--- src/rtl/credit_arb_pkg.sv ---
package credit_arb_pkg;
  function automatic int wrap_inc(input int v, input int n);
    return (v + 1 >= n) ? 0 : v + 1;
  endfunction
endpackage

--- src/rtl/pend_counter.sv ---
module pend_counter #(
  parameter int MAX_PEND = 2,
  parameter int PCW      = $clog2(MAX_PEND + 1)
) (
  input  logic clk_i,
  input  logic rst_ni,
  input  logic inc_i,
  input  logic dec_i,
  output logic full_o,
  output logic nz_o
);
  logic [PCW-1:0] cnt_q;

  always_ff @(posedge clk_i or negedge rst_ni) begin
    if (!rst_ni)             cnt_q <= '0;
    else if (inc_i && !dec_i) cnt_q <= cnt_q + 1'b1;
    else if (dec_i && !inc_i) cnt_q <= cnt_q - 1'b1;
  end

  assign full_o = (cnt_q >= PCW'(MAX_PEND));
  assign nz_o   = (cnt_q != '0);
endmodule

--- src/rtl/egress_credit.sv ---
module egress_credit #(
  parameter int DEPTH = 4,
  parameter int CW    = $clog2(DEPTH + 1)
) (
  input  logic          clk_i,
  input  logic          rst_ni,
  input  logic          ret_i,
  input  logic          take_i,
  output logic [CW-1:0] cnt_o,
  output logic          avail_o,
  output logic          err_o
);
  logic [CW-1:0] cnt_q;
  logic          ovf;

  assign ovf = ret_i && !take_i && (cnt_q == CW'(DEPTH));

  always_ff @(posedge clk_i or negedge rst_ni) begin
    if (!rst_ni) begin
      cnt_q <= CW'(DEPTH);
      err_o <= 1'b0;
    end else begin
      err_o <= ovf;
      if (ret_i && !take_i && !ovf) cnt_q <= cnt_q + 1'b1;
      else if (take_i && !ret_i)    cnt_q <= cnt_q - 1'b1;
    end
  end

  assign cnt_o   = cnt_q;
  assign avail_o = (cnt_q != '0);
endmodule

--- src/rtl/grant_select.sv ---
module grant_select #(
  parameter int N  = 4,
  parameter int PW = (N > 1) ? $clog2(N) : 1
) (
  input  logic                clk_i,
  input  logic                rst_ni,
  input  logic [N-1:0][N-1:0] elig_i,   // [egress][ingress]
  output logic [N-1:0][N-1:0] gnt_o     // [egress][ingress]
);
  import credit_arb_pkg::*;

  logic [N-1:0][PW-1:0] ptr_q, ptr_d;

  always_comb begin
    logic [N-1:0] taken;
    logic         found;
    int           idx;
    taken = '0;
    gnt_o = '0;
    ptr_d = ptr_q;
    for (int e = 0; e < N; e++) begin
      found = 1'b0;
      for (int k = 0; k < N; k++) begin
        idx = int'(ptr_q[e]) + k;
        if (idx >= N) idx = idx - N;
        if (!found && elig_i[e][idx] && !taken[idx]) begin
          found         = 1'b1;
          taken[idx]    = 1'b1;
          gnt_o[e][idx] = 1'b1;
          ptr_d[e]      = PW'(wrap_inc(idx, N));
        end
      end
    end
  end

  always_ff @(posedge clk_i or negedge rst_ni) begin
    if (!rst_ni) ptr_q <= '0;
    else         ptr_q <= ptr_d;
  end
endmodule

--- src/rtl/credit_arbiter.sv ---
module credit_arbiter #(
  parameter int N_PORTS   = 4,
  parameter int MAX_PEND  = 2,
  parameter int EGR_DEPTH = 4,
  localparam int PW = (N_PORTS > 1) ? $clog2(N_PORTS) : 1,
  localparam int CW = $clog2(EGR_DEPTH + 1)
) (
  input  logic                       clk_i,
  input  logic                       rst_ni,
  input  logic [N_PORTS-1:0]         req_valid_i,
  input  logic [N_PORTS-1:0][PW-1:0] req_dst_i,
  output logic [N_PORTS-1:0]         req_busy_o,
  input  logic [N_PORTS-1:0]         crd_ret_i,
  output logic [N_PORTS-1:0]         gnt_valid_o,
  output logic [N_PORTS-1:0][PW-1:0] gnt_dst_o,
  output logic [N_PORTS-1:0]         crd_err_o
);
  logic [N_PORTS-1:0][N_PORTS-1:0] pair_full;  // [ingress][egress]
  logic [N_PORTS-1:0][N_PORTS-1:0] pair_nz;    // [ingress][egress]
  logic [N_PORTS-1:0][N_PORTS-1:0] elig;       // [egress][ingress]
  logic [N_PORTS-1:0][N_PORTS-1:0] gnt_mat;    // [egress][ingress]
  logic [N_PORTS-1:0]              egr_avail, egr_take;
  logic [N_PORTS-1:0][CW-1:0]      crd_cnt;
  logic [N_PORTS-1:0]              gv_d;
  logic [N_PORTS-1:0][PW-1:0]      gd_d;

  for (genvar i = 0; i < N_PORTS; i++) begin : g_ing
    assign req_busy_o[i] = req_valid_i[i] && pair_full[i][req_dst_i[i]];
    for (genvar e = 0; e < N_PORTS; e++) begin : g_egr
      pend_counter #(.MAX_PEND(MAX_PEND)) u_pend (
        .clk_i (clk_i),
        .rst_ni(rst_ni),
        .inc_i (req_valid_i[i] && (req_dst_i[i] == PW'(e)) && !pair_full[i][e]),
        .dec_i (gnt_mat[e][i]),
        .full_o(pair_full[i][e]),
        .nz_o  (pair_nz[i][e])
      );
      assign elig[e][i] = pair_nz[i][e] && egr_avail[e];
    end
  end

  for (genvar e = 0; e < N_PORTS; e++) begin : g_crd
    assign egr_take[e] = |gnt_mat[e];
    egress_credit #(.DEPTH(EGR_DEPTH)) u_crd (
      .clk_i  (clk_i),
      .rst_ni (rst_ni),
      .ret_i  (crd_ret_i[e]),
      .take_i (egr_take[e]),
      .cnt_o  (crd_cnt[e]),
      .avail_o(egr_avail[e]),
      .err_o  (crd_err_o[e])
    );
  end

  grant_select #(.N(N_PORTS)) u_sel (
    .clk_i (clk_i),
    .rst_ni(rst_ni),
    .elig_i(elig),
    .gnt_o (gnt_mat)
  );

  always_comb begin
    gv_d = '0;
    gd_d = '0;
    for (int i = 0; i < N_PORTS; i++)
      for (int e = 0; e < N_PORTS; e++)
        if (gnt_mat[e][i]) begin
          gv_d[i] = 1'b1;
          gd_d[i] = PW'(e);
        end
  end

  always_ff @(posedge clk_i or negedge rst_ni) begin
    if (!rst_ni) begin
      gnt_valid_o <= '0;
      gnt_dst_o   <= '0;
    end else begin
      gnt_valid_o <= gv_d;
      gnt_dst_o   <= gd_d;
    end
  end
endmodule

--- config.mk ---
export PLATFORM = sky130hd
export DESIGN_NAME = credit_arbiter
export DESIGN_NICKNAME = d
export VERILOG_FILES = /design/src/rtl/credit_arb_pkg.sv /design/src/rtl/pend_counter.sv /design/src/rtl/egress_credit.sv /design/src/rtl/grant_select.sv /design/src/rtl/credit_arbiter.sv
export SDC_FILE = /design/constraint.sdc
export NUM_CORES = 1
export LEC_CHECK = 0
export BUFFER_PORTS_ARGS = -buffer_cell sky130_fd_sc_hd__buf_4
export CORE_UTILIZATION = 55
export CTS_CLUSTER_DIAMETER = 30
export DETAILED_ROUTE_END_ITERATION = 16
export GPL_TIMING_DRIVEN = 1
export HOLD_SLACK_MARGIN = 0.06
export PLACE_DENSITY = 0.73
export SLEW_MARGIN = 20
export SYNTH_ARGS = -nofsm -noshare
export SYNTH_HDL_FRONTEND = slang
export SYNTH_HIERARCHICAL = 1
export SYNTH_SLANG_ARGS = --single-unit
--- constraint.sdc ---
create_clock -name clk_i -period 12.6 [get_ports clk_i]
set_input_delay 0 -clock clk_i [delete_from_list [all_inputs] [get_ports clk_i]]
set_output_delay 0 -clock clk_i [all_outputs]
set_load 0.03 [all_outputs]
# Word level (Yosys, flattened, before mapping)
# Cells that the tools add are included.
[classes] addsub=84 n_lt_le_gt_ge=84 eq_ne=16 n_mux=291 bitwise_logic=23 n_reduce_logical=284
[ops] operator=">= comparator 32 x 4 -> 1 bit, second input constant" n=28
[ops] operator="adder 32 x 2 -> 32 bit, second input constant" n=16
[ops] operator=">= comparator 32 x 1 -> 1 bit, second input constant" n=16
[ops] operator="less-than comparator 32 x 4 -> 1 bit, second input constant" n=16
[ops] operator="two-way mux 32 bit" n=16
[ops] operator="subtractor 32 x 4 -> 32 bit, second input constant" n=12
[ops] operator="logical AND 1 bit" n=144
[ops] operator="two-way mux 2 bit" n=72
[ops] operator="two-way mux 1 bit" n=116
[ops] operator="two-way mux 4 bit" n=27
[ops] operator="OR 4 bit" n=23
[ops] operator="logical NOT 1 bit" n=88
[ops] operator="binary-select mux 1 bit (select 2 bit)" n=36
[ops] operator="nonzero test 2 bit" n=36
[ops] operator="adder 2 x 1 -> 2 bit, second input constant" n=16
[ops] operator="demux 1 bit (select 2 bit)" n=16
[ops] operator=">= comparator 2 bit, second input constant" n=16
[ops] operator="subtractor 2 x 1 -> 2 bit, second input constant" n=16
[ops] operator="adder 2 x 2 -> 3 bit, second input constant" n=8
[ops] operator="two-way mux 3 bit" n=8
[ops] operator="equality test 2 bit, second input constant" n=8
[ops] operator="nonzero test 4 bit" n=4
[ops] operator="OR reduction 4 bit" n=4
[ops] operator="subtractor 2 x 3 -> 4 bit, second input constant" n=4
[ops] operator="other kinds (9)" n=36
[word_totals] regBits=68 in_bits=18 out_inout_bits=20 word_cells=815

# Longest topological paths before layout
# Gate-level depths: netlist of run 1.
[logic_depth] ltp_word=105 ltp_mapped=40 depth_no_buf=32

# Modules after synthesis
# The synthesis of run 1 kept the hierarchy.
[modules_own_cells] mod="grant_select" instances=1 cells_each=440 area_each_um2=3226.8 seq_area_each_um2=200.2
[modules_own_cells] mod="pend_counter" instances=16 cells_each=10 area_each_um2=106.4 seq_area_each_um2=50.0
[modules_own_cells] mod="egress_credit" instances=4 cells_each=25 area_each_um2=240.2 seq_area_each_um2=101.3
[modules_own_cells] mod="credit_arbiter" instances=1 cells_each=78 area_each_um2=777.0 seq_area_each_um2=300.3

# Worst setup path before layout of run 1
# Ideal clock, no wire load.
[synth_path] path_type="register to register" start="register u_sel/ptr_q[0] in the netlist's numbering" end="register g_crd[3].u_crd.cnt_q[2]" setup_ns=0.072 arrival_time_ns=8.875 path_slack_ns=3.654 path_stages_with_launch=35 path_buffers=3 path_cell_list="dfrtp_1 buf_6 clkbuf_1 clkbuf_1 inv_1 ha_1 mux2_2 a2111oi_2 o41ai_1 a211o_4 o41a_1 o22ai_2 nor4_1 a211o_1 or3_1 a311oi_1 a211oi_1 or3_4 and3_4 a221o_1 o311ai_4 a211oi_1 a211o_1 o22ai_1 a31o_2 o311a_1 a21oi_2 a221o_1 or4_1 nor2b_1 nand2_1 fa_1 o21ai_0 o221ai_1 o21ai_1"
[synth_rtl] item="start: declaration" line_no="grant_select.sv:12" text="logic [N-1:0][PW-1:0] ptr_q, ptr_d;"
[synth_rtl] item="start signal: assignment" line_no="grant_select.sv:38" text="else ptr_q <= ptr_d;"
[synth_rtl] item="end signal: assignment" line_no="egress_credit.sv:20" text="cnt_q <= CW'(DEPTH);"
[synth_rtl] item="end signal: assignment" line_no="egress_credit.sv:24" text="if (ret_i && !take_i && !ovf) cnt_q <= cnt_q + 1'b1;"
[synth_rtl] item="end signal: assignment" line_no="egress_credit.sv:25" text="else if (take_i && !ret_i) cnt_q <= cnt_q - 1'b1;"
[synth_rtl] item="end: declaration" line_no="egress_credit.sv:13" text="logic [CW-1:0] cnt_q;"

==> results of run 1 <==
-- cell families (layout without fill, tap and decap cells) --
group                      Yosys count  in the layout  share of synthesized area
AOI/OAI and AO/OA                  199            199                      0.236
muxes                               33             33                     0.0619
adders and majority gates           42             42                     0.0833
xor gates and xnor gates            48             48                     0.0631
and+or+nand+nor                    290            290                      0.239
buffers and inverters               98            110                     0.0602
DFF                                 68             68                      0.256
-- cell type report --
type | count | area [sq um]
clock buffers | 9 | 225
clock inverters | 6 | 42.5
fillers | 1014 | 4380
inverters | 53 | 199
multi-input cells | 612 | 4560
flip-flops and latches | 68 | 1710
well taps | 143 | 179
repair buffers | 42 | 328
-- flip-flops by register name, summed over array words and instances, names as in the netlist --
| signal | flops |
|---|---|
| g_crd.u_crd/err_o | 4 |
| g_ing.g_egr.u_pend/cnt_q | 32 |
| g_crd.u_crd/cnt_o | 12 |
| gnt_dst_o | 8 |
| u_sel/ptr_q | 8 |
| gnt_valid_o | 4 |
-- metal layers --
metal / GRT usage / vias up / wire length, um
li1: - / 2863 / -
met5: 0 / - / 0
met2: 0.499 / 252 / 8650
met3: 0.0486 / 49 / 995
met1: 0.381 / 3021 / 7860
met4: 0.0987 / 0 / 491
-- metrics by stage --
step | instance area [sq um] | cells | util
6_report | 7240 | 933 | 0.623
5_1_grt | 7240 | 933 | 0.623
4_1_cts | 7240 | 933 | 0.623
3_5_place_dp | 6920 | 913 | 0.596
3_3_place_gp | 6920 | 913 | 0.596
2_1_floorplan | 6670 | 778 | -
-- worst max-delay path, delay by kind of cell, from the launching register on --
| family | cells | cell delay (ns) |
|---|---|---|
| buffers and inverters | 1 | 0.29 |
| adder cells (fa/ha/maj) | 2 | 1.09 |
| flip-flops | 1 | 0.88 |
| AO/OA/AOI/OAI | 18 | 5.08 |
| AND/OR/NAND/NOR | 9 | 2.82 |
| multiplexers | 1 | 0.45 |
-- how the worst max path moves through the flow --
stage	from	end	slack, ns	depth (start not counted)
after floorplan	u_sel/ptr_q[0]	g_crd[3].u_crd/cnt_o[2]	3.65	34
after global placement	u_sel/ptr_q[0]	g_crd[3].u_crd/cnt_o[2]	2.42	31
after detailed placement	u_sel/ptr_q[0]	g_crd[3].u_crd/cnt_o[2]	2.15	31
after CTS	u_sel/ptr_q[0]	g_crd[3].u_crd/cnt_o[2]	2.13	31
after global routing	u_sel/ptr_q[0]	g_crd[3].u_crd/cnt_o[2]	1.16	31
final	u_sel/ptr_q[0]	g_crd[3].u_crd/cnt_o[2]	1.88	31
-- cell usage in the layout, fill, tap and decap left out, types with 7 or more instances in the layout --
master and n:
a21oi_1 23, a31oi_1 9, or2_1 22, and3_1 7
dfrtp_1 64, o21ai_0 24, nor3b_1 10, nand3_1 13
a21o_1 8, o211ai_1 9, buf_4 37, clkbuf_16 9
ha_1 38, o32a_1 8, nor2b_1 14, nand2b_1 12
nand4_1 7, nor2_1 49, mux2i_1 21, or3_1 15
xnor2_1 16, o22ai_1 14, xor2_1 32, a211oi_1 10
nor3_1 20, a221oi_1 7, o221ai_1 7, nand2_1 63
inv_1 51, and2_1 22
==> results.json, run 1 <==
{
  "outcome": "finished with violations",
  "violations": "DRC",
  "insertion_delay_ns": 0.33,
  "wl_um": 18000,
  "synth_edf_count": 0,
  "synth_nets": 838,
  "synth.avg_cell_area_sq_um": 8.57,
  "antenna_found_initial": 0,
  "cts.sinks": 68,
  "die_w_um": 112,
  "finalSetupTns_ns": 0,
  "finalCritPeriodShare": 0.851,
  "wl_per_cell_um": 19.3,
  "cts_tree": "done",
  "ant_nets": 0,
  "grt.total_usage": 0.294,
  "synth_cells": 778,
  "synth-main-ff-cell": "dfrtp_1",
  "worstPathMaxFanout": 28,
  "hold_viol": 0,
  "tightest_slew_ns": 0.896,
  "reg2reg_from": "u_sel/ptr_q[0]",
  "cp_common_cell": "a211oi_1",
  "hold_end": "g_ing[2].g_egr[2].u_pend/cnt_q[0]",
  "required_ns": 12.86,
  "critical-path-slowest-cell": "dfrtp_1",
  "report.final.slew_viol_count": 0,
  "place.gp.congestion": 0.937,
  "ys_types": 95,
  "r2r_end": "g_crd[3].u_crd/cnt_o[2]",
  "synth_top_area_cell": "dfrtp_1",
  "yosys_warnings": 6,
  "r2r_cells": 31,
  "drive_gt1_frac": 0.125,
  "synth_area_sq_mm": 0.00667,
  "clk_path_buf_depth": 2,
  "pin_count": 38,
  "r2r_slack_ns": 1.88,
  "place_ws_ns": 2.15,
  "finalSetupViolations": 0,
  "start_util": 0.574,
  "htreeDepth": 3,
  "cts-resized-gates": 0,
  "slew_headroom": 0.403,
  "clk_pin_slew_ns": 0.05,
  "max_stage_delay_ns": 0.88,
  "grt_max_degree": 69,
  "hold_slack_ns": 0.231,
  "grt-ovfl-total": 0,
  "fmax_ghz": 0.0933,
  "yosysSeqAreaShare": 0.256,
  "min_path_type": "primary input to flop",
  "cp-start-kind": "flop",
  "max_cap_viol_count": 0,
  "diodes": 0,
  "dp_hpwl_um": 13500,
  "async_reset_ff_frac": 1.00,
  "hold_path_depth": 4,
  "core_area_sq_mm": 0.0116,
  "netlist_top_cells_area": "dfrtp_1 (24%), ha_1 (7.1%), xor2_1 (4.2%), nand2_1 (3.5%), mux2i_1 (3.2%)",
  "critical_path_class": "flop to flop",
  "vias": 6185,
  "clock-root-buffer": "clkbuf_16",
  "fin_skew_ns": 0.00592,
  "postCtsSetupBuffers": 0,
  "dieHeight_um": 112,
  "layout.nets": 846,
  "grt_pass1_wl_um": 29400,
  "postCtsHoldBufs": 5,
  "cts_buffers": 9,
  "timing.final.crit_period_ns": 10.72,
  "portBuffers": 37,
  "worstHoldStart": "req_dst_i[4]",
  "firstDrtPassIters": 11,
  "timing.final.ws_setup_ns": 1.88,
  "worstPathArrival_ns": 10.98,
  "rsz0062_at_grt": "no",
  "yosysMostFrequentCell": "dfrtp_1",
  "area_growth_pct": 8.58,
  "synth.top_cell.area_share": 0.240,
  "viasPerCell": 6.63,
  "ys_seq_elements": 68,
  "synthTopCellsByCount": "dfrtp_1 (64), nand2_1 (63), inv_1 (51)",
  "num_rows": 39,
  "route.detailed.drc": 1,
  "grt_pass1_vias": 5919,
  "dieArea_sq_mm": 0.0126,
  "first_iter_violations": 688,
  "cp-end-kind": "flop"
}
Power of run 1 is not shown: default switching activity piles up to over one toggle a cycle in this logic, so the estimate is an artifact.
==> inputs of run 2 (changes only) <==
--- a/config.mk
+++ b/config.mk
@@ -6,12 +6,14 @@
 export NUM_CORES = 1
 export LEC_CHECK = 0
 export BUFFER_PORTS_ARGS = -buffer_cell sky130_fd_sc_hd__buf_4
-export CORE_UTILIZATION = 55
+export CELL_PAD_IN_SITES_DETAIL_PLACEMENT = 1
+export CELL_PAD_IN_SITES_GLOBAL_PLACEMENT = 2
+export CORE_UTILIZATION = 39
 export CTS_CLUSTER_DIAMETER = 30
 export DETAILED_ROUTE_END_ITERATION = 16
 export GPL_TIMING_DRIVEN = 1
 export HOLD_SLACK_MARGIN = 0.06
-export PLACE_DENSITY = 0.73
+export PLACE_DENSITY_LB_ADDON = 0.1
 export SLEW_MARGIN = 20
 export SYNTH_ARGS = -nofsm -noshare
 export SYNTH_HDL_FRONTEND = slang
==> run 2 against run 1 <==
  * The run now ends clean
  * Die area grew 40%
  * Wire length up 14%
  * Global-route usage is 5.1 points lower
  * Critical endpoint unchanged
  * Clock skew increased by 0.0041 ns
==> results.json, run 2 (synthesis gave the netlist of run 1 again) <==
{
  "ant_nets": 0,
  "start_util": 0.401,
  "layout.nets": 846,
  "wl_um": 20500,
  "multiInputGateArea_sq_mm": 0.00456,
  "finalSetupTns_ns": 0,
  "diodes": 0,
  "cp-end-kind": "flop",
  "critical-path-slowest-cell": "dfrtp_1",
  "first_iter_violations": 343,
  "grt.total_usage": 0.242,
  "largest_register_ffs": 32,
  "dp_hpwl_um": 15500,
  "tightest_slew_ns": 0.967,
  "rsz0062_at_grt": "no",
  "viasPerCell": 6.04,
  "cts_tree": "done",
  "clk_pin_slew_ns": 0.07,
  "grt_pass1_vias": 6296,
  "report.final.slew_viol_count": 0,
  "dieArea_sq_mm": 0.0176,
  "outcome": "finished clean",
  "core_area_sq_mm": 0.0166,
  "firstDrtPassIters": 5,
  "fmax_ghz": 0.0921,
  "ff_latch_area_sq_mm": 0.00171,
  "worstPathMaxFanout": 28,
  "dieHeight_um": 133,
  "max_cap_viol_count": 0,
  "finalSetupViolations": 0,
  "pin_count": 38,
  "num_rows": 47,
  "worstPathArrival_ns": 11.14,
  "timing.final.crit_period_ns": 10.86,
  "top_register": "g_ing.g_egr.u_pend/cnt_q",
  "drive_gt1_frac": 0.126,
  "grt-ovfl-total": 0,
  "place.gp.congestion": 0.912,
  "required_ns": 12.88,
  "clk_path_buf_depth": 2,
  "final_cell_mix": "dfrtp_1 (64), nand2_1 (63), inv_1 (51)",
  "cp-start-kind": "flop",
  "grt_pass1_wl_um": 34100,
  "nFillCells": 1947,
  "hold_viol": 0,
  "cts_buffers": 9,
  "area_growth_pct": 10.6,
  "cts.sinks": 68,
  "cts-resized-gates": 0,
  "htreeDepth": 3,
  "min_path_type": "primary input to flop",
  "finalCritPeriodShare": 0.862,
  "fin_skew_ns": 0.0100,
  "grt_max_degree": 69,
  "antenna_found_initial": 0,
  "route.detailed.drc": 0,
  "insertion_delay_ns": 0.34,
  "max_stage_delay_ns": 0.90,
  "wl_per_cell_um": 20.2,
  "vias": 6110,
  "final_common_cell": "dfrtp_1",
  "die_w_um": 133,
  "portBuffers": 37,
  "critical_path_class": "flop to flop",
  "slew_headroom": 0.349,
  "clock-root-buffer": "clkbuf_16"
}
-- run 2: cell count changes in the layout (fill, tap and decap cells not counted), sizes merged --
cell,delta
clkinv,-3
inv,+4
bufinv,+1
clkinvlp,-1
-- run 2: per-stage QoR --
stage	setup WS [ns]	instances	cell area [sq um]	hold WS (ns)	util
2_1_floorplan	3.65	778	6670	-0.296	-
3_3_place_gp	2.29	990	7020	0.198	0.422
3_5_place_dp	1.88	990	7020	0.211	0.422
4_1_cts	1.86	1011	7370	0.225	0.443
5_1_grt	1.01	1011	7370	0.242	0.443
6_report	1.74	1011	7370	0.237	0.443
-- run 2: layout make-up --
type                            count  share of cell area
Tap cell                          220              0.0373
Inverter                           53              0.0270
Multi-Input combinational cell    612               0.618
Clock buffer                        9              0.0305
Clock inverter                      7              0.0110
Sequential cell                    68               0.231
Timing Repair Buffer               42              0.0445
-- run 2: final timing paths --
check / cells past startpoint / from / slack (ns) / end
setup / recovery: 31 / u_sel/ptr_q[0] / 1.74 / g_crd[3].u_crd/cnt_o[2]
hold / removal: 4 / req_dst_i[3] / 0.24 / g_ing[1].g_egr[0].u_pend/cnt_q[0]
setup reg to reg: 31 / u_sel/ptr_q[0] / 1.74 / g_crd[3].u_crd/cnt_o[2]
hold reg to reg: 1 / g_ing[1].g_egr[0].u_pend/cnt_q[0] / 0.50 / g_ing[1].g_egr[0].u_pend/cnt_q[0]
max in group asynchronous: 2 / rst_ni / 11.64 / gnt_dst_o[4]
min in group asynchronous: 2 / rst_ni / 0.34 / u_sel/ptr_q[0]
-- run 2: per-layer routing --
metal | vias up | wire [um] | GRT usage | part of all wire
li1 | 2861 | - | - | -
met1 | 3092 | 9380 | 0.315 | 0.46
met2 | 130 | 10200 | 0.419 | 0.50
met3 | 27 | 608 | 0.0345 | 0.030
met4 | 0 | 311 | 0.0658 | 0.015
met5 | - | 0 | 0 | 0
-- run 2: timing repair --
| action | in CTS | in global routing |
|---|---|---|
| endpoints found under the hold margin | 72 | 0 |
| setup buffers | 0 | 0 |
| hold buffers | 5 | 0 |
-- run 2: worst max-delay path: cells and delay by family (launching register included) --
| kind | cells | cell delay (ns) |
|---|---|---|
| compound gates | 18 | 5.17 |
| fa+ha+maj | 2 | 1.10 |
| buf+inv | 1 | 0.28 |
| flops | 1 | 0.90 |
| mux | 1 | 0.45 |
| simple gates | 9 | 2.86 |
Power of run 2 is left out for the same reason.
